### config.mk
export PLATFORM = sky130hd
export DESIGN_NAME = pitchup_stage
export DESIGN_NICKNAME = d
export VERILOG_FILES = /design/src/rtl/pitchup_pkg.sv /design/src/rtl/pu_tick_gen.sv /design/src/rtl/pu_window_store.sv /design/src/rtl/pu_overlap_add.sv /design/src/rtl/pitchup_stage.sv
export SDC_FILE = /design/constraint.sdc
export NUM_CORES = 1
export LEC_CHECK = 0
export ABC_AREA = 1
export BUFFER_PORTS_ARGS = -buffer_cell sky130_fd_sc_hd__buf_2
export CAP_MARGIN = 20
export CORE_MARGIN = 8
export CORE_UTILIZATION = 28
export DETAILED_ROUTE_END_ITERATION = 8
export SYNTH_ARGS = -nofsm -noshare
export SYNTH_HDL_FRONTEND = slang
export SYNTH_SLANG_ARGS = --single-unit
### constraint.sdc
create_clock -name clk -period 3.5 [get_ports clk]
set_input_delay 0 -clock clk [delete_from_list [all_inputs] [get_ports clk]]
set_output_delay 0 -clock clk [all_outputs]
set_load 0.005 [all_outputs]
### src/rtl/pitchup_pkg.sv
`timescale 1ns/1ps
package pitchup_pkg;

    localparam int SMP_W = 16;

    typedef logic signed [SMP_W-1:0] smp_t;

    typedef struct packed {
        logic from_mem;
        smp_t val;
    } tap_t;

    localparam smp_t SMP_MAX = {1'b0, {(SMP_W-1){1'b1}}};
    localparam smp_t SMP_MIN = {1'b1, {(SMP_W-1){1'b0}}};

    function automatic int gap_len(input int win, input int pct);
        return (win * (100 - pct)) / 100;
    endfunction

    function automatic smp_t sat_add(input smp_t a, input smp_t b);
        logic [SMP_W:0] wide;
        wide = {a[SMP_W-1], a} + {b[SMP_W-1], b};
        if (wide[SMP_W] != wide[SMP_W-1])
            return wide[SMP_W] ? SMP_MIN : SMP_MAX;
        return smp_t'(wide[SMP_W-1:0]);
    endfunction

endpackage

### src/rtl/pu_tick_gen.sv
`timescale 1ns/1ps
module pu_tick_gen #(
    parameter int WIN = 16,
    parameter int GAP = 4
) (
    input  logic clk,
    input  logic rst,
    input  logic in_valid_i,
    output logic tick_o
);
    localparam int ACC_W = $clog2(2*WIN + GAP + 1) + 1;
    localparam logic [ACC_W-1:0] ADD_STEP = ACC_W'(WIN + GAP);
    localparam logic [ACC_W-1:0] SUB_STEP = ACC_W'(WIN);

    logic [ACC_W-1:0] credit;

    assign tick_o = (credit >= SUB_STEP);

    always_ff @(posedge clk) begin
        if (rst) begin
            credit <= '0;
        end else begin
            credit <= credit + (in_valid_i ? ADD_STEP : '0) - (tick_o ? SUB_STEP : '0);
        end
    end

    AST_CREDIT_DRAINED: assert property (@(posedge clk) disable iff (rst)
        in_valid_i |-> (credit < SUB_STEP));

endmodule

### src/rtl/pu_window_store.sv
`timescale 1ns/1ps
module pu_window_store
    import pitchup_pkg::*;
#(
    parameter int WIN = 16
) (
    input  logic clk,
    input  logic rst,
    input  logic in_valid_i,
    input  smp_t in_sample_i,
    input  logic tick_i,
    output tap_t tap_o
);
    localparam int IDX_W = (WIN > 1) ? $clog2(WIN) : 1;
    localparam int DEPTH = 2 ** (IDX_W + 1);
    localparam logic [IDX_W-1:0] LAST_IDX = IDX_W'(WIN - 1);

    smp_t mem [DEPTH];

    logic [IDX_W-1:0] wr_idx;
    logic             wr_bank;
    logic             pending;
    logic             pend_bank;
    logic             rd_active;
    logic [IDX_W-1:0] rd_idx;
    logic             rd_bank;

    logic             last_wr;
    logic             start_rd;
    logic [IDX_W:0]   rd_addr;

    assign last_wr  = in_valid_i && (wr_idx == LAST_IDX);
    assign start_rd = tick_i && !rd_active && pending;
    assign rd_addr  = rd_active ? {rd_bank, rd_idx} : {pend_bank, {IDX_W{1'b0}}};

    always_comb begin
        tap_o.from_mem = tick_i && (rd_active || pending);
        tap_o.val      = tap_o.from_mem ? mem[rd_addr] : '0;
    end

    always_ff @(posedge clk) begin
        if (in_valid_i) begin
            mem[{wr_bank, wr_idx}] <= in_sample_i;
        end
    end

    always_ff @(posedge clk) begin
        if (rst) begin
            wr_idx    <= '0;
            wr_bank   <= 1'b0;
            pending   <= 1'b0;
            pend_bank <= 1'b0;
        end else begin
            if (in_valid_i) begin
                if (last_wr) begin
                    wr_idx  <= '0;
                    wr_bank <= ~wr_bank;
                end else begin
                    wr_idx <= wr_idx + 1'b1;
                end
            end
            if (last_wr) begin
                pending   <= 1'b1;
                pend_bank <= wr_bank;
            end else if (start_rd) begin
                pending <= 1'b0;
            end
        end
    end

    always_ff @(posedge clk) begin
        if (rst) begin
            rd_active <= 1'b0;
            rd_idx    <= '0;
            rd_bank   <= 1'b0;
        end else if (tick_i) begin
            if (rd_active) begin
                if (rd_idx == LAST_IDX) begin
                    rd_active <= 1'b0;
                    rd_idx    <= '0;
                end else begin
                    rd_idx <= rd_idx + 1'b1;
                end
            end else if (pending) begin
                rd_active <= (WIN > 1);
                rd_idx    <= IDX_W'(1);
                rd_bank   <= pend_bank;
            end
        end
    end

    AST_NO_OVERRUN: assert property (@(posedge clk) disable iff (rst)
        last_wr |-> !pending);

endmodule

### src/rtl/pu_overlap_add.sv
`timescale 1ns/1ps
module pu_overlap_add
    import pitchup_pkg::*;
#(
    parameter int GAP = 4
) (
    input  logic clk,
    input  logic rst,
    input  logic tick_i,
    input  tap_t tap_i,
    output logic out_valid_o,
    output smp_t out_sample_o,
    output logic out_from_mem_o
);
    localparam int PTR_W = (GAP > 1) ? $clog2(GAP) : 1;
    localparam logic [PTR_W-1:0] LAST_PTR = PTR_W'(GAP - 1);

    smp_t             dly [GAP];
    logic [PTR_W-1:0] ptr;
    smp_t             old_val;

    assign old_val = dly[ptr];

    always_ff @(posedge clk) begin
        if (rst) begin
            for (int k = 0; k < GAP; k++) begin
                dly[k] <= '0;
            end
            ptr            <= '0;
            out_valid_o    <= 1'b0;
            out_sample_o   <= '0;
            out_from_mem_o <= 1'b0;
        end else begin
            out_valid_o <= tick_i;
            if (tick_i) begin
                dly[ptr]       <= tap_i.val;
                ptr            <= (ptr == LAST_PTR) ? '0 : ptr + 1'b1;
                out_sample_o   <= sat_add(tap_i.val, old_val);
                out_from_mem_o <= tap_i.from_mem;
            end
        end
    end

    AST_NO_WRAP_POS: assert property (@(posedge clk) disable iff (rst)
        (tick_i && !tap_i.val[SMP_W-1] && !old_val[SMP_W-1]) |=> !out_sample_o[SMP_W-1]);
    AST_NO_WRAP_NEG: assert property (@(posedge clk) disable iff (rst)
        (tick_i && tap_i.val[SMP_W-1] && old_val[SMP_W-1]) |=> out_sample_o[SMP_W-1]);

endmodule

### src/rtl/pitchup_stage.sv
`timescale 1ns/1ps
module pitchup_stage
    import pitchup_pkg::*;
#(
    parameter int WIN_LEN     = 16,
    parameter int OVERLAP_PCT = 75
) (
    input  logic                    clk,
    input  logic                    rst,
    input  logic                    in_valid,
    input  logic signed [SMP_W-1:0] in_sample,
    output logic                    out_valid,
    output logic signed [SMP_W-1:0] out_sample,
    output logic                    out_from_mem
);
    localparam int GAP   = gap_len(WIN_LEN, OVERLAP_PCT);
    localparam int RUN_W = $clog2(WIN_LEN + 1) + 1;

    logic tick;
    tap_t tap;

    pu_tick_gen #(.WIN(WIN_LEN), .GAP(GAP)) u_tick (
        .clk        (clk),
        .rst        (rst),
        .in_valid_i (in_valid),
        .tick_o     (tick)
    );

    pu_window_store #(.WIN(WIN_LEN)) u_store (
        .clk         (clk),
        .rst         (rst),
        .in_valid_i  (in_valid),
        .in_sample_i (in_sample),
        .tick_i      (tick),
        .tap_o       (tap)
    );

    pu_overlap_add #(.GAP(GAP)) u_sum (
        .clk            (clk),
        .rst            (rst),
        .tick_i         (tick),
        .tap_i          (tap),
        .out_valid_o    (out_valid),
        .out_sample_o   (out_sample),
        .out_from_mem_o (out_from_mem)
    );

    logic [RUN_W-1:0] mem_run;

    always_ff @(posedge clk) begin
        if (rst) begin
            mem_run <= '0;
        end else if (out_valid) begin
            mem_run <= out_from_mem ? mem_run + 1'b1 : '0;
        end
    end

    AST_MEM_RUN_LEN: assert property (@(posedge clk) disable iff (rst)
        (out_valid && !out_from_mem) |-> (mem_run == 0 || mem_run == RUN_W'(WIN_LEN)));
    AST_MEM_RUN_MAX: assert property (@(posedge clk) disable iff (rst)
        mem_run <= RUN_W'(WIN_LEN));

endmodule

**Yosys cells after proc, flatten, opt, wreduce, memory -nomap -nowiden**

Memory sizes are Yosys's and may differ from the RTL's. A register that Yosys moved wholly into a read port is not among the register bits.
Cells that the tools add are included.

- Add/subtract/negate cells: 6
- $lt $le $gt $ge: 1
- Equal/unequal tests: 4
- Mux-type cells: 32
- Bitwise operators: 2
- Reduce and logical (&&, ||, !) cells: 12

Operators with widths:

| operator | number |
|---|---|
| $mux W16 | 5 |
| $add A16 B16 Y17 | 1 |
| $mux W1 | 16 |
| $mux W4 | 4 |
| $reduce_or A16 Y1 | 1 |
| $mux W5 | 3 |
| $add A4 B1 Y4 const B | 2 |
| $eq A4 B4 Y1 const B | 2 |
| $mux W2 | 4 |
| $add A7 B7 Y7 | 1 |
| $ge A7 B5 Y1 const B | 1 |
| $sub A7 B7 Y7 | 1 |
| $logic_and A1 B1 Y1 | 4 |
| $reduce_and A2 Y1 | 2 |
| $reduce_bool A2 Y1 | 2 |
| $reduce_and A3 Y1 | 1 |
| $add A2 B1 Y2 const B | 1 |
| $eq A2 B2 Y1 const B | 1 |
| $not A1 Y1 | 2 |
| $logic_not A1 Y1 | 1 |
| $logic_or A1 B1 Y1 | 1 |
| $ne A1 B1 Y1 | 1 |

- Register bits: 40
- Memory bits (writable): 576
- Bits of input ports: 19
- Output and inout bits: 18
- Memories kept: 2

Memories:

| memory | words | width | read ports | clocked after memory_dff | wr ports | line | RTL |
|---|---|---|---|---|---|---|---|
| u_store.mem | 32 | 16 | 1 | 0 | 1 | pu_window_store.sv:18 | `smp_t mem [DEPTH];` |
| u_sum.dly | 4 | 16 | 1 | 1 | 4 | pu_overlap_add.sv:18 | `smp_t dly [GAP];` |

**Depth between registers and ports, before layout**

Gate-level depths: netlist (run 1).

- Depth after elaboration: 9
- Depth in mapped cells: 29

**Cells and area by module**

A second synthesis (run 1) with hierarchy kept.

- Cell total of the unflattened synthesis: 2379
- Area, all modules: 26414.1 um^2

Modules (own cells, without submodules):

| module | times used | cells each | area an instance (um^2) | seq. area each (um^2) |
|---|---|---|---|---|
| pu_window_store | 1 | 1806 | 21436.8 | 15635.0 |
| pu_overlap_add | 1 | 523 | 4603.2 | 2362.3 |
| pu_tick_gen | 1 | 50 | 374.1 | 100.1 |

**Least setup slack after synthesis (run 1)**

No wires, ideal clock.

- Path type: register -> register
- From: register u_store.rd_active
- To: register u_sum.out_sample_o[10]
- Library setup time: 113 ps
- Arrival time: 3171 ps
- Slack: 216 ps
- Stages on the path, launching flop included: 28
- Clock period less this slack: 3284 ps
- Cells stage by stage: dfxtp_1 > buf_4 > nand2_2 > clkinv_2 > buf_4 > buf_2 > nand3_1 > nand3_1 > nand3_1 > nand2_1 > nand2_1 > nand3_1 > inv_1 > ha_1 > fa_1 > nand2_1 > nand2_1 > nand3_1 > nand2_1 > nand2_1 > nand3_1 > nand2_1 > inv_1 > nand3_1 > buf_2 > nand2_1 > nand2_1 > nand2_1

- Cells in the longest elaborated chain, start to end: 9

Ends and longest elaborated chain:

| item | line | RTL |
|---|---|---|
| start: declaration | pu_window_store.sv:24 | `logic rd_active;` |
| start signal: assignment | pu_window_store.sv:85 | `rd_active <= (WIN > 1);` |
| $mux W5 / $logic_or A1 B1 Y1 (equally long branches) | pu_window_store.sv:34, pu_window_store.sv:37 |  |
| $mem_v2 Z32 W16 / $logic_and A1 B1 Y1 (equally long branches) | -- |  |
| $mux W16 (*) | pu_window_store.sv:38 | `tap_o.val = tap_o.from_mem ? mem[rd_addr] : '0;` |
| $add A16 B16 Y17 (*) | pitchup_pkg.sv:22 | `wide = {a[SMP_W-1], a} + {b[SMP_W-1], b};` |
| $ne A1 B1 Y1 | pitchup_pkg.sv:23 | `if (wide[SMP_W] != wide[SMP_W-1])` |
| $mux W1 | pitchup_pkg.sv:23 |  |
| $mux W1 | pu_overlap_add.sv:35 | `if (tick_i) begin` |
| $mux W1 | pu_overlap_add.sv:25 | `if (rst) begin` |
| $mux W16 (*) | pitchup_pkg.sv:25 | `return smp_t'(wide[SMP_W-1:0]);` |
| end signal: assignment | pu_overlap_add.sv:38 | `out_sample_o <= sat_add(tap_i.val, old_val);` |
| end: declaration | pu_overlap_add.sv:12 | `output smp_t out_sample_o,` |

Every way passes the cells marked *; elsewhere a longest branch is shown, timed or not. The select of a mux whose other input is x is not followed.
A chain may end at the register's enable or synchronous reset.

**Worst setup path in the final report (run 1)**

- From: register u_store.rd_idx[2]
- To: register u_sum.out_sample_o[2]

- Cells in the longest elaborated chain, start to end: 9

Ends and longest elaborated chain:

| item | line | RTL |
|---|---|---|
| start: declaration | pu_window_store.sv:25 | `logic [IDX_W-1:0] rd_idx;` |
| start signal: assignment | pu_window_store.sv:82 | `rd_idx <= rd_idx + 1'b1;` |
| $mux W5 (*) | pu_window_store.sv:34 | `assign rd_addr = rd_active ? {rd_bank, rd_idx} : {pend_bank, {IDX_W{1'b0}}};` |
| $mem_v2 Z32 W16 (*) | -- |  |
| $mux W16 (*) | pu_window_store.sv:38 |  |
| $add A16 B16 Y17 (*) | pitchup_pkg.sv:22 |  |
| $ne A1 B1 Y1 | pitchup_pkg.sv:23 |  |
| $mux W1 | pitchup_pkg.sv:23 |  |
| $mux W1 | pu_overlap_add.sv:35 |  |
| $mux W1 | pu_overlap_add.sv:25 |  |
| $mux W16 (*) | pitchup_pkg.sv:25 |  |

Marked as above.

==> out/metrics.csv, run 1 <==
stage,metric,value,unit
layout,stdcell_area,31320,µm²
layout,final_cell_count_no_fill,3753,
clocking,cts_htree_levels,2,
setup_path,cp_slowest_cell,sky130_fd_sc_hd__dfxtp_1,
floorplan,ioPinCount,37,
power,design_power_total,17.51,mW
setup_path,critical-path-max-stage-delay,490,ps
clocking,cts.clk_slew.worst_paths,60,ps
layout,antenna_cells_inserted,0,
layout,post_route_cells_drive_above_1_share,15.08,%
placed_design,dp_hpwl,41.50,mm
layout,layout_common_cells,"sky130_fd_sc_hd__nand2_1 (701), sky130_fd_sc_hd__edfxtp_1 (576), sky130_fd_sc_hd__nand3_1 (430)",
clocking,clk_path_buf_depth,3,
power,power_switching,4.522,mW
setup_path,startpoint_type,flip-flop,
clocking,worstSkewPairLatency,660,ps
clocking,clock-sinks,616,
clocking,number_of_clock_buffers_inserted_by_tritoncts,59,
floorplan,num_rows,111,
power,share_seq_of_total_power,48.6,%
yosys,yosys_warnings,0,
placed_design,numPortBuffers,36,
timing,achievable-frequency,0.3049,GHz
timing,final_min_period_over_clock_period,93.72,%
layout,syn2layout_area_growth,20.98,%
detailed_routing,via_per_inst,4.803,
detailed_routing,vias,18020,
global_route,grt_overflow,0,
timing,setup_viol,0,
global_route,grt_antenna_before_repair,1,
power,comb_power_share,15.3,%
detailed_routing,antenna_left,0,
setup_path,crit_path_end_kind,flip-flop,
detailed_routing,remaining_drc_errors,0,
timing,slew_headroom,45.99,%
timing,worst-slew-pin-transition,810.2,ps
global_route,grt_first_pass_wirelength,104.3,mm
floorplan,die_y,320.1,µm
yosys,yosys.cell_types.count,35,
setup_path,setup.worst_path.class,flip-flop to flip-flop,
setup_path,critical_path_s_most_frequent_cell,sky130_fd_sc_hd__nand2_1,
timing,hold_viol_final,0,
yosys,synthesis.area,25890,µm²
yosys,netlist.area_leader.share,66.81,%
detailed_routing,drt-pass1-iter-count,6,
setup_path,timing.critical_path.fanout_max,15,
yosys,synth_area_per_cell,11.06,µm²
layout,final_nets,2570,
power,pwr-share-clk,36.2,%
job,drv.max_cap_violation_count,0,
detailed_routing,wirelength,69.73,mm
yosys,synth_nets,2390,
setup_path,cpLargestDelayFamily,simple AND/OR/NAND/NOR gates,
timing,report.final.slew_viol_count,0,
global_route,grt.total_usage,13.02,%
setup_path,required,4000,ps
global_route,maximum_number_of_pins_on_one_net_before_global_route_repair,43,
floorplan,fp.dieW,320.1,µm
yosys,netlist_top_cells_area,"sky130_fd_sc_hd__edfxtp_1 (67%), sky130_fd_sc_hd__nand2_1 (10%), sky130_fd_sc_hd__nand3_1 (9.0%), sky130_fd_sc_hd__dfxtp_1 (3.1%), sky130_fd_sc_hd__nor2_1 (2.3%)",
detailed_routing,drt-wirelength-per-cell,18.58,µm
global_route,via_count_of_the_first_global_routing_pass,17120,
power,pleak,11.63,nW
power,p_per_area,559.1,nW/µm²
min_path,hold_path.class,input pin to flip-flop,
timing,clock-skew-final,60.27,ps
placed_design,placed_cells,3615,
power,peakVddDrop,0.4131,mV
floorplan,core_outline_area,91660,µm²
yosys,synth-seq-area-share,69.90,%
detailed_routing,first_iter_violations,1794,
yosys,syn-instance-count,2340,
power,p_int,12.99,mW
placed_design,gp_congestion,0.8415,
yosys,synth-seq-cells,616,
layout,layout_commonest_cell,sky130_fd_sc_hd__nand2_1,
timing,period_needed,3280,ps
run_status,status,finished clean,
setup_path,cp.buffers_inverters,5,
clocking,cts_tree,done,
setup_path,critical_path_arrival,3780,ps
floorplan,floorplan.initialDensity,28.24,%
yosys,synth_top_area_cell,sky130_fd_sc_hd__edfxtp_1,
power,sw_frac_of_total,25.82,%
clocking,cts.root.buffer_cell,sky130_fd_sc_hd__clkbuf_16,
placed_design,placed_cell_area,28730,µm²
floorplan,die_area,102400,µm²
[flip-flops by register name, summed over array words and instances (netlist names), named ones only]
register,flops
u_store.mem,512
u_store.pend_bank,1
u_store.pending,1
u_store.rd_active,1
u_store.rd_bank,1
u_store.rd_idx,4
u_store.wr_bank,1
u_store.wr_idx,4
u_sum.dly,64
u_sum.out_from_mem_o,1
u_sum.out_sample_o,16
u_sum.out_valid_o,1
u_sum.ptr,2
u_tick.credit,5
[synth_stat cells (all sizes together)]
master  instances
a211oi          2
a21oi          25
a31oi           1
and2            2
buf            70
clkbuf         59
clkinv          3
dfxtp          40
edfxtp        576
fa              3
ha             28
inv            73
nand2         710
nand3         465
nand3b          2
nand4           3
nor2          160
nor3            8
o211ai         14
o21a            1
o21ai          53
o21bai          2
o22ai          16
o31ai           1
or2             9
xnor2           4
xor2           10
[final timing paths]
path,start,to,slack [ps],depth (start not counted)
setup / recovery,u_store.rd_idx[2],u_sum.out_sample_o[2],220,25
hold / removal,rst,u_tick.credit[2],370,3
setup reg to reg,u_store.rd_idx[2],u_sum.out_sample_o[2],220,25
hold reg to reg,u_sum.out_sample_o[10],u_sum.out_sample_o[10],450,2
[what timing repair did]
action,CTS,global route
endpoints found under the hold margin,491,0
gates resized for setup,5,76
cloned,0,4
buffers inserted,0,8
hold buffers,19,0
pin swaps,0,4
endpoints found under the setup margin,15,15
[power groups by stage]
stage	combinational, mW	clock (mW)	sequential, mW
floorplan	1.42	0	8.66
global placement	2.55	0	8.65
detailed placement	2.57	0	8.66
CTS	2.61	6.45	8.51
global route	3.00	6.72	8.53
finish	2.67	6.33	8.50
[layout make-up]
class                           instances  area, µm²
Fill cell                            9020      60340
Clock inverter                         36      372.9
Inverter                               76      307.8
Sequential cell                       616      18110
Multi-Input combinational cell       1520       7266
Tap cell                             1186       1484
Timing Repair Buffer                  247       2257
Clock buffer                           72       1525
[metal layers]
| layer | global-route usage, % | vias to the layer above | share of wire [%] |
|---|---|---|---|
| li1 | - | 8517 | - |
| met1 | 18.79 | 8753 | 46 |
| met2 | 20.41 | 663 | 45 |
| met3 | 1.970 | 89 | 7.8 |
| met4 | 3.317 | 2 | 1.7 |
| met5 | 0 | - | 0.011 |
[cell families (layout without fill, tap and decap cells)]
family                     after synthesis  count (layout)  share of synthesized area (%)
AOI/OAI and AO/OA                      115             115                          2.528
xor gates and xnor gates                14              14                         0.4736
adders and majority gates               31              31                          1.585
buffers and inverters                  205             431                          3.306
DFF                                    616             616                          69.90
and+or+nand+nor                       1359            1360                          22.20
[tightest hold or removal path: cells and delay by family]
family,cells,cell delay (ps)
buffers and inverters,2,800
and+or+nand+nor,1,140
[stage by stage]
stage	hold slack [ps]	utilization (%)	setup WS (ps)	setup TNS, ps
3_3_place_gp	379.4	31.34	-121.0	-1598
3_5_place_dp	386.3	31.34	-149.1	-2110
5_1_grt	373.4	34.17	-22.42	-84.20
2_1_floorplan	98.87	-	216.0	0
4_1_cts	349.6	33.64	35.50	0
6_report	374.2	34.17	219.8	0
(Power assumes the default switching activity.)
==> inputs of run 2 (changes only) <==
--- a/config.mk
+++ b/config.mk
@@ -5,7 +5,6 @@
 export SDC_FILE = /design/constraint.sdc
 export NUM_CORES = 1
 export LEC_CHECK = 0
-export ABC_AREA = 1
 export BUFFER_PORTS_ARGS = -buffer_cell sky130_fd_sc_hd__buf_2
 export CAP_MARGIN = 20
 export CORE_MARGIN = 8
==> run 2 against run 1 <==
Net effect: the flow now finishes with violations (negative setup slack); critical endpoint is now u_sum.out_sample_o[4]; worst hold slack worse by 68 ps; sequential power about the same; critical path depth down 8; clock-buffer cell count down 2; sequential share of layout area down 2.4 points; highest routed layer is now met4; die area down 0.88%; setup slack worse by 830 ps; synthesized area down 0.92%; utilization up 1.7 points; fmax down 20%; flip-flop and latch count unchanged; largest power group unchanged.
==> out/metrics.csv, run 2 <==
stage,metric,value,unit,change
run_status,status,"finished, violations left",,
run_status,violated_checks,negative setup slack,,
setup_path,cpLargestDelayFamily,compound AO/OA/AOI/OAI gates,,
timing,final_min_period_over_clock_period,117.5,%,+24 points
yosys,syn-instance-count,1652,,-29%
timing,achievable-frequency,0.2431,GHz,-20%
power,pleak,10.82,nW,-7.0%
layout,n_fill_cell,8425,,-6.6%
yosys,synth.most_common_cell,sky130_fd_sc_hd__edfxtp_1,,
detailed_routing,antenna_left,0,,unchanged
min_path,hold_path.class,input pin to flip-flop,,
setup_path,crit_path_end_kind,flip-flop,,
clocking,cts_htree_levels,2,,unchanged
global_route,groute.layer.met2.usage,20.37,%,-0.041 points
global_route,groute.layer.met1.usage,16.71,%,-2.1 points
clocking,number_of_clock_buffers_inserted_by_tritoncts,60,,+1.7%
layout,sequential_cell_area,18110,µm²,about the same
timing,rsz0062_at_grt,true,,
layout,syn2layout_area_growth,27.43,%,
layout,max_ffs_per_register,512,,unchanged
detailed_routing,drt-pass1-iter-count,5,,-1
floorplan,num_rows,111,,unchanged
job,drv.max_cap_violation_count,0,,unchanged
placed_design,numPortBuffers,36,,unchanged
yosys,synth_top_area_cell,sky130_fd_sc_hd__edfxtp_1,,
layout,register_with_the_highest_flop_count,u_store.mem,,
yosys,synth_nets,1702,,-29%
floorplan,ioPinCount,37,,unchanged
layout,layout_common_cells,"sky130_fd_sc_hd__edfxtp_1 (576), sky130_fd_sc_hd__buf_4 (203), sky130_fd_sc_hd__nor2_1 (104)",,
detailed_routing,remaining_drc_errors,0,,unchanged
placed_design,dp_hpwl,41.04,mm,-1.1%
floorplan,floorplan.initialDensity,28.11,%,-0.13 points
timing,period_needed,4113,ps,+833.2 ps
detailed_routing,vias,15580,,-14%
setup_path,cp.buffers_inverters,4,,-1
setup_path,setup.worst_path.class,flip-flop to flip-flop,,
yosys,synth-seq-area-share,70.56,%,+0.65 points
setup_path,critical_path_arrival,4640,ps,+860 ps
yosys,yosys.cell_types.count,66,,+89%
clocking,clock-sinks,616,,unchanged
setup_path,startpoint_type,flip-flop,,
layout,multi_input_comb_area,8025,µm²,+10%
timing,report.final.slew_viol_count,0,,unchanged
floorplan,core_outline_area,91250,µm²,-0.45%
clocking,cts.clk_slew.worst_paths,70,ps,about the same
detailed_routing,first_iter_violations,1400,,-22%
floorplan,die_y,318.7,µm,-0.44%
layout,final_nets,1958,,-24%
placed_design,gp_congestion,0.8014,,-4.8%
power,peakVddDrop,0.5280,mV,+28%
global_route,via_count_of_the_first_global_routing_pass,15660,,-8.6%
yosys,synth-seq-cells,616,,unchanged
yosys,netlist_top_cells_area,"sky130_fd_sc_hd__edfxtp_1 (67%), sky130_fd_sc_hd__mux4_2 (5.5%), sky130_fd_sc_hd__dfxtp_1 (3.1%), sky130_fd_sc_hd__a211oi_1 (2.0%), sky130_fd_sc_hd__mux2i_1 (1.7%)",,
clocking,worstSkewPairLatency,650,ps,about the same
layout,finalCoreUtilization,35.82,%,+1.7 points
layout,post_route_cells_drive_above_1_share,31.31,%,+16 points
global_route,grt_overflow,0,,unchanged
setup_path,timing.critical_path.fanout_max,8,,-7
yosys,synthesis.area,25650,µm²,-0.92%
global_route,grt_antenna_before_repair,1,,unchanged
global_route,met3_use_gr,2.051,%,+0.081 points
timing,worst-slew-pin-transition,1014,ps,+203.8 ps
clocking,clk_path_buf_depth,3,,unchanged
timing,clock-skew-final,57.21,ps,-3.065 ps
power,p_per_area,558.0,nW/µm²,-0.21%
timing,setup_ws,-613.4,ps,-833.2 ps
timing,slew_headroom,32.40,%,-14 points
global_route,grt_first_pass_wirelength,97.72,mm,-6.3%
yosys,leading_register_cell_type_out_of_synthesis,sky130_fd_sc_hd__edfxtp_1,,
detailed_routing,via_per_inst,4.955,,+3.2%
setup_path,crit_chain,buf_12 -> clkinv_16 -> buf_4 -> o221ai_1 -> o21ai_1 -> mux4_2 -> nand3_4 -> a31oi_4 -> ha_4 -> a21oi_4 -> o21ai_4 -> a221oi_4 -> o31ai_4 -> xnor2_4 -> buf_12 -> maj3_2 -> a211oi_2,,
setup_path,critical-path-max-stage-delay,570,ps,+80 ps
clocking,cts.root.buffer_cell,sky130_fd_sc_hd__clkbuf_16,,
yosys,synth_commonest_cells,"sky130_fd_sc_hd__edfxtp_1 (576), sky130_fd_sc_hd__nor2_1 (107), sky130_fd_sc_hd__o21ai_0 (78)",,
global_route,maximum_number_of_pins_on_one_net_before_global_route_repair,45,,+4.7%
global_route,globalRoute.busiestLayer,met2,,
timing,hold_viol_final,0,,unchanged
timing,setup_viol,16,,+16
layout,layout_top_registers,"u_store.mem: 512 flops, u_sum.dly: 64 flops, u_sum.out_sample_o: 16 flops",,
setup_path,cp_slowest_cell,sky130_fd_sc_hd__mux4_2,,
detailed_routing,wirelength,65.29,mm,-6.4%
setup_path,required,4020,ps,+20 ps
clocking,cts_tree,done,,
detailed_routing,drt-wirelength-per-cell,20.77,µm,+12%
setup_path,critical_path_s_most_frequent_cell,sky130_fd_sc_hd__buf_12,,
power,design_power_total,18.24,mW,+4.2%
yosys,ys_async_sr_fraction,0,%,unchanged
yosys,number_of_enable_type_register_cells_in_the_synthesized_netlist,576,,unchanged
layout,antenna_cells_inserted,0,,unchanged
layout,layout_commonest_cell,sky130_fd_sc_hd__edfxtp_1,,
global_route,grt.total_usage,12.30,%,-0.72 points
floorplan,die_area,101500,µm²,-0.88%
yosys,netlist.area_leader.share,67.43,%,+0.62 points
yosys,synth_area_per_cell,15.53,µm²,+40%
floorplan,fp.dieW,318.7,µm,-0.44%
yosys,yosys_warnings,0,,unchanged
==> run 2: changes by cell type in the layout (fill, tap and decap cells not counted), sizes merged, moves of 37 or more <==
| cell | delta |
|---|---|
| buf | +52 |
| mux2i | +43 |
| a21oi | +37 |
| nor2 | -51 |
| nand2 | -680 |
| mux4 | +63 |
| o22ai | +47 |
| nand3 | -424 |
| a211oi | +75 |
| and2 | +46 |
| nor2b | +38 |
==> run 2: final cells by class <==
type / count / area share, %
flip-flops and latches: 616 / 55.41
multi-input cells: 877 / 24.55
repair buffers: 302 / 8.372
clock buffers: 70 / 4.773
well taps: 1186 / 4.540
clock inverters: 42 / 1.512
inverters: 47 / 0.5895
repair inverters: 4 / 0.2488
==> run 2: worst paths after layout <==
path | start | end | slack (ps) | depth (start not counted)
max | u_store.rd_idx[1] | u_sum.out_sample_o[4] | -610 | 17
min | in_valid | u_store.wr_idx[0] | 310 | 4
max reg2reg | u_store.rd_idx[1] | u_sum.out_sample_o[4] | -610 | 17
min reg2reg | u_sum.out_from_mem_o | u_sum.out_from_mem_o | 450 | 2
==> run 2: cells by family after synthesis <==
| group | share of synthesized area (%) |
|---|---|
| muxes | 7.341 |
| AOI/OAI and AO/OA | 10.86 |
| buffers and inverters | 2.619 |
| and+or+nand+nor | 5.790 |
| adders and majority gates | 2.151 |
| DFF | 70.56 |
| xor gates and xnor gates | 0.6781 |
==> run 2: worst reg2reg max path, stage by stage, from the launching register on <==
cell and delay (ps):
sky130_fd_sc_hd__dfxtp_4 370, sky130_fd_sc_hd__buf_12 220, sky130_fd_sc_hd__clkinv_16 140, sky130_fd_sc_hd__buf_4 180
sky130_fd_sc_hd__o221ai_1 180, sky130_fd_sc_hd__o21ai_1 100, sky130_fd_sc_hd__mux4_2 570, sky130_fd_sc_hd__nand3_4 120
sky130_fd_sc_hd__a31oi_4 110, sky130_fd_sc_hd__ha_4 290, sky130_fd_sc_hd__a21oi_4 200, sky130_fd_sc_hd__o21ai_4 100
sky130_fd_sc_hd__a221oi_4 340, sky130_fd_sc_hd__o31ai_4 160, sky130_fd_sc_hd__xnor2_4 230, sky130_fd_sc_hd__buf_12 170
sky130_fd_sc_hd__maj3_2 300, sky130_fd_sc_hd__a211oi_2 200
==> run 2: report_power, final <==
part	internal, mW	switching, mW	total [mW]
Combinational	1.46	1.60	3.06
Clock	3.87	2.81	6.68
Sequential	8.38	0.113	8.50
==> run 2: through the flow <==
stage	setup WS, ps	hold WS (ps)	cells	TNS, ps	area, µm²
6_report	-613.4	305.8	3144	-8745	32690
5_1_grt	-752.1	339.8	3144	-10780	32690
4_1_cts	-537.5	285.6	3116	-8098	31760
3_5_place_dp	-787.5	392.8	2960	-11510	28660
3_3_place_gp	-703.8	393.8	2960	-10770	28660
2_1_floorplan	-248.4	98.87	1652	-3323	25760
==> run 2: metal layers <==
metal | share of wire [%] | vias to the layer above
li1 | - | 7067
met1 | 44 | 7983
met2 | 48 | 433
met3 | 5.9 | 95
met4 | 2.0 | 0
met5 | 0 | -
==> run 2: timing repair <==
item / 4_1_cts / 5_1_grt
setup buffers: 20 / 23
gates resized for setup: 136 / 114
hold buffers: 18 / 0
endpoints found under the hold margin: 524 / 0
cloned: 6 / 6
endpoints found under the setup margin: 16 / 16
pin swaps: 45 / 50
==> inputs of run 3 (changes only) <==
--- a/config.mk
+++ b/config.mk
@@ -10,6 +10,8 @@
 export CORE_MARGIN = 8
 export CORE_UTILIZATION = 28
 export DETAILED_ROUTE_END_ITERATION = 8
+export PLACE_DENSITY = 0.51
 export SYNTH_ARGS = -nofsm -noshare
 export SYNTH_HDL_FRONTEND = slang
+export SYNTH_HIERARCHICAL = 1
 export SYNTH_SLANG_ARGS = --single-unit
==> run 3 against run 2 <==
Net effect: the run still ends with negative setup slack left; highest routed layer unchanged; utilization shrank 0.57 points; first-iteration DRC count shrank 21%; sequential power shrank 1%.
==> out/metrics.csv, run 3 <==
stage,metric,value,unit,change
yosys,synth_nets,1675,,-1.6%
yosys,leading_register_cell_type_out_of_synthesis,sky130_fd_sc_hd__edfxtp_1,,
setup_path,cp_slowest_cell,sky130_fd_sc_hd__mux4_2,,
floorplan,core_outline_area,91390,µm²,+0.15%
yosys,netlist_top_cells_area,"sky130_fd_sc_hd__edfxtp_1 (67%), sky130_fd_sc_hd__mux2i_1 (6.5%), sky130_fd_sc_hd__mux4_2 (4.2%), sky130_fd_sc_hd__dfxtp_1 (3.1%), sky130_fd_sc_hd__nor2_1 (2.1%)",,
power,p_per_area,547.0,nW/µm²,-2.0%
clocking,cts.clk_slew.worst_paths,60,ps,about the same
placed_design,numPortBuffers,36,,unchanged
min_path,worst_hold_startpoint,in_sample[3],,
yosys,synth-seq-area-share,70.28,%,-0.28 points
power,design_power_total,17.62,mW,-3.4%
detailed_routing,wirelength,68.79,mm,+5.4%
floorplan,die_area,101900,µm²,+0.37%
global_route,via_count_of_the_first_global_routing_pass,15470,,-1.2%
placed_design,dp_hpwl,44.53,mm,+8.5%
power,pleak,10.24,nW,-5.4%
setup_path,critical_path_s_most_frequent_cell,sky130_fd_sc_hd__buf_12,,
setup_path,worst_setup_path_startpoint,u_store/rd_idx[0],,
timing,setup_viol,16,,unchanged
floorplan,floorplan.initialDensity,28.18,%,+0.068 points
timing,final.hold.worst_slack,23.13,ps,-282.6 ps
clocking,cts_tree,done,,
floorplan,fp.dieW,319.3,µm,+0.19%
yosys,yosys_warnings,6,,+6
setup_path,rr_startpoint,u_store/rd_idx[0],,
detailed_routing,first_iter_violations,1103,,-21%
yosys,ys_async_sr_fraction,0,%,unchanged
timing,setup_ws,-581.8,ps,+31.58 ps
setup_path,crit_path_end_kind,flip-flop,,
global_route,maximum_number_of_pins_on_one_net_before_global_route_repair,38,,-16%
yosys,synth.most_common_cell,sky130_fd_sc_hd__edfxtp_1,,
setup_path,critical_path_arrival,4610,ps,-30 ps
layout,layout_common_cells,"sky130_fd_sc_hd__edfxtp_1 (576), sky130_fd_sc_hd__buf_4 (203), sky130_fd_sc_hd__mux2i_1 (166)",,
layout,final_cell_count_no_fill,3129,,-0.48%
yosys,number_of_enable_type_register_cells_in_the_synthesized_netlist,576,,unchanged
yosys,yosys.cell_types.count,68,,+3.0%
clocking,cts.root.buffer_cell,sky130_fd_sc_hd__clkbuf_16,,
layout,max_ffs_per_register,512,,unchanged
placed_design,placed_cells,2984,,+0.81%
layout,register_with_the_highest_flop_count,u_store/mem,,
clocking,cts_htree_levels,3,,+1
clocking,clk_path_buf_depth,3,,unchanged
clocking,clock-sinks,616,,unchanged
timing,timing.setup.tns,-8736,ps,+8.920 ps
global_route,grt.total_usage,13.23,%,+0.93 points
layout,post_route_cells_drive_above_1_share,30.02,%,-1.3 points
yosys,synth-seq-cells,616,,unchanged
global_route,grt_first_pass_wirelength,102.3,mm,+4.7%
power,peakVddDrop,0.3821,mV,-28%
job,drv.max_cap_violation_count,0,,unchanged
setup_path,required,4020,ps,about the same
floorplan,num_rows,111,,unchanged
detailed_routing,vias,15040,,-3.5%
timing,slew_headroom,41.52,%,+9.1 points
setup_path,crit_chain,buf_12 -> buf_12 -> buf_6 -> buf_6 -> mux4_2 -> a2111oi_4 -> nor2_2 -> a32o_2 -> ha_4 -> buf_4 -> nand4_1 -> a21bo_2 -> a21oi_4 -> o311ai_4 -> buf_12 -> maj3_1 -> a211oi_1,,
placed_design,gp_congestion,0.8519,,+6.3%
yosys,synth_commonest_cells,"sky130_fd_sc_hd__edfxtp_1 (576), sky130_fd_sc_hd__mux2i_1 (167), sky130_fd_sc_hd__nor2_1 (142)",,
detailed_routing,drt-wirelength-per-cell,21.98,µm,+5.9%
yosys,synthesis.area,25750,µm²,+0.40%
setup_path,critical-path-max-stage-delay,510,ps,-60 ps
layout,finalCoreUtilization,35.25,%,-0.57 points
min_path,hold_path.class,input pin to flip-flop,,
run_status,status,"finished, violations left",,
timing,worst-slew-pin-transition,876.0,ps,-138.0 ps
timing,clock-skew-final,47.28,ps,-9.925 ps
timing,final_min_period_over_clock_period,116.6,%,-0.90 points
global_route,grt_antenna_before_repair,2,,+1
detailed_routing,antenna_left,0,,unchanged
layout,final_nets,1939,,-0.97%
setup_path,timing.critical_path.fanout_max,17,,+9
setup_path,cpLargestDelayFamily,compound AO/OA/AOI/OAI gates,,
layout,syn2layout_area_growth,25.10,%,
floorplan,ioPinCount,37,,unchanged
detailed_routing,via_per_inst,4.805,,-3.0%
global_route,grt_overflow,0,,unchanged
layout,layout_commonest_cell,sky130_fd_sc_hd__edfxtp_1,,
timing,achievable-frequency,0.2450,GHz,+0.77%
clocking,number_of_clock_buffers_inserted_by_tritoncts,69,,+15%
yosys,syn-instance-count,1625,,-1.6%
timing,period_needed,4082,ps,-31.58 ps
layout,layout_top_registers,"u_store/mem: 512 flops, u_sum/dly: 64 flops, u_sum/out_sample_o: 16 flops",,
setup_path,cp.buffers_inverters,6,,+2
setup_path,startpoint_type,flip-flop,,
yosys,netlist.area_leader.share,67.17,%,-0.27 points
floorplan,die_y,319.3,µm,+0.19%
yosys,synth_top_area_cell,sky130_fd_sc_hd__edfxtp_1,,
timing,report.final.slew_viol_count,0,,unchanged
clocking,worstSkewPairLatency,620,ps,-30 ps
setup_path,setup.worst_path.class,flip-flop to flip-flop,,
timing,hold_viol_final,0,,unchanged
run_status,violated_checks,negative setup slack,,
yosys,synth_area_per_cell,15.85,µm²,+2.1%
detailed_routing,remaining_drc_errors,0,,unchanged
timing,rsz0062_at_grt,true,,
detailed_routing,drt-pass1-iter-count,5,,unchanged
[run 3: changes by cell type after synthesis, moves of 22 or more]
cell                       delta
sky130_fd_sc_hd__a21oi_1     -40
sky130_fd_sc_hd__o221ai_1    -31
sky130_fd_sc_hd__inv_1       -22
sky130_fd_sc_hd__nor2b_1     -30
sky130_fd_sc_hd__a211oi_1    -60
sky130_fd_sc_hd__mux2i_1    +124
sky130_fd_sc_hd__o21ai_0     -33
sky130_fd_sc_hd__or2_2       +29
sky130_fd_sc_hd__a221o_1     -30
sky130_fd_sc_hd__nand3_1     -25
sky130_fd_sc_hd__nor2_1      +35
[run 3: logic make-up (layout without fill, tap and decap cells)]
| family | Yosys count | count (layout) | share of synthesized area (%) |
|---|---|---|---|
| AOI/OAI and AO/OA | 259 | 259 | 7.463 |
| xor gates and xnor gates | 14 | 15 | 0.5053 |
| adders and majority gates | 45 | 45 | 2.153 |
| buffers and inverters | 121 | 437 | 2.172 |
| DFF | 616 | 616 | 70.28 |
| muxes | 215 | 215 | 10.69 |
| other | 0 | 1 | 0 |
| and+or+nand+nor | 355 | 355 | 6.739 |
[run 3: per-layer routing]
layer | share of wire [%] | wire, µm | track usage [%] | vias to the layer above
li1 | - | - | - | 6877
met1 | 46 | 31410 | 18.02 | 7688
met2 | 47 | 32390 | 21.52 | 368
met3 | 4.5 | 3110 | 2.248 | 102
met4 | 2.7 | 1881 | 4.109 | 0
met5 | 0 | 0 | 0 | -
[run 3: worst paths after layout]
kind                                 to  slack, ps  cells after the start
setup / recovery  u_sum/out_sample_o[4]       -580                     17
hold reg to reg   u_sum/out_sample_o[0]        480                      2
hold / removal       u_store/mem[10][3]         20                      1
setup reg to reg  u_sum/out_sample_o[4]       -580                     17
[run 3: what timing repair did]
item / in CTS / in global routing
setup endpoints to repair: 16 / 16
gates resized for setup: 87 / 8
cloned: 3 / 0
hold endpoints to repair: 101 / 2
setup buffers: 13 / 0
hold buffers: 6 / 1
pin swaps: 38 / 3
[run 3: through the flow]
stage	area, µm²	setup WS [ps]
final	32210	-581.8
after global placement	29320	-1421
after detailed placement	29320	-1364
after floorplan	26000	-259.9
after CTS	32170	-577.7
after global routing	32210	-772.5
[run 3: layout make-up]
cell class	instances	area [µm²]
fill	8660	59170
sequential	616	18100
multi-input combinational	889	7796
timing repair buffer	289	2564
clock buffer	87	1836
tap	1186	1484
clock inverter	37	335.3
inverter	24	92.59
antenna	1	2.502
[run 3: power breakdown]
part           switching, mW  internal, mW  total [mW]
logic                   1.26          1.03        2.29
clock network           2.97          3.98        6.94
registers             0.0935          8.30        8.39
total                   4.32          13.3        17.6
[run 3: worst register-to-register path: cells and delay by family (launching register included)]
family / cells / cell delay [ps]
fa+ha+maj: 2 / 650
compound gates: 6 / 1490
buf+inv: 6 / 750
mux: 1 / 510
simple gates: 2 / 220
flops: 1 / 380
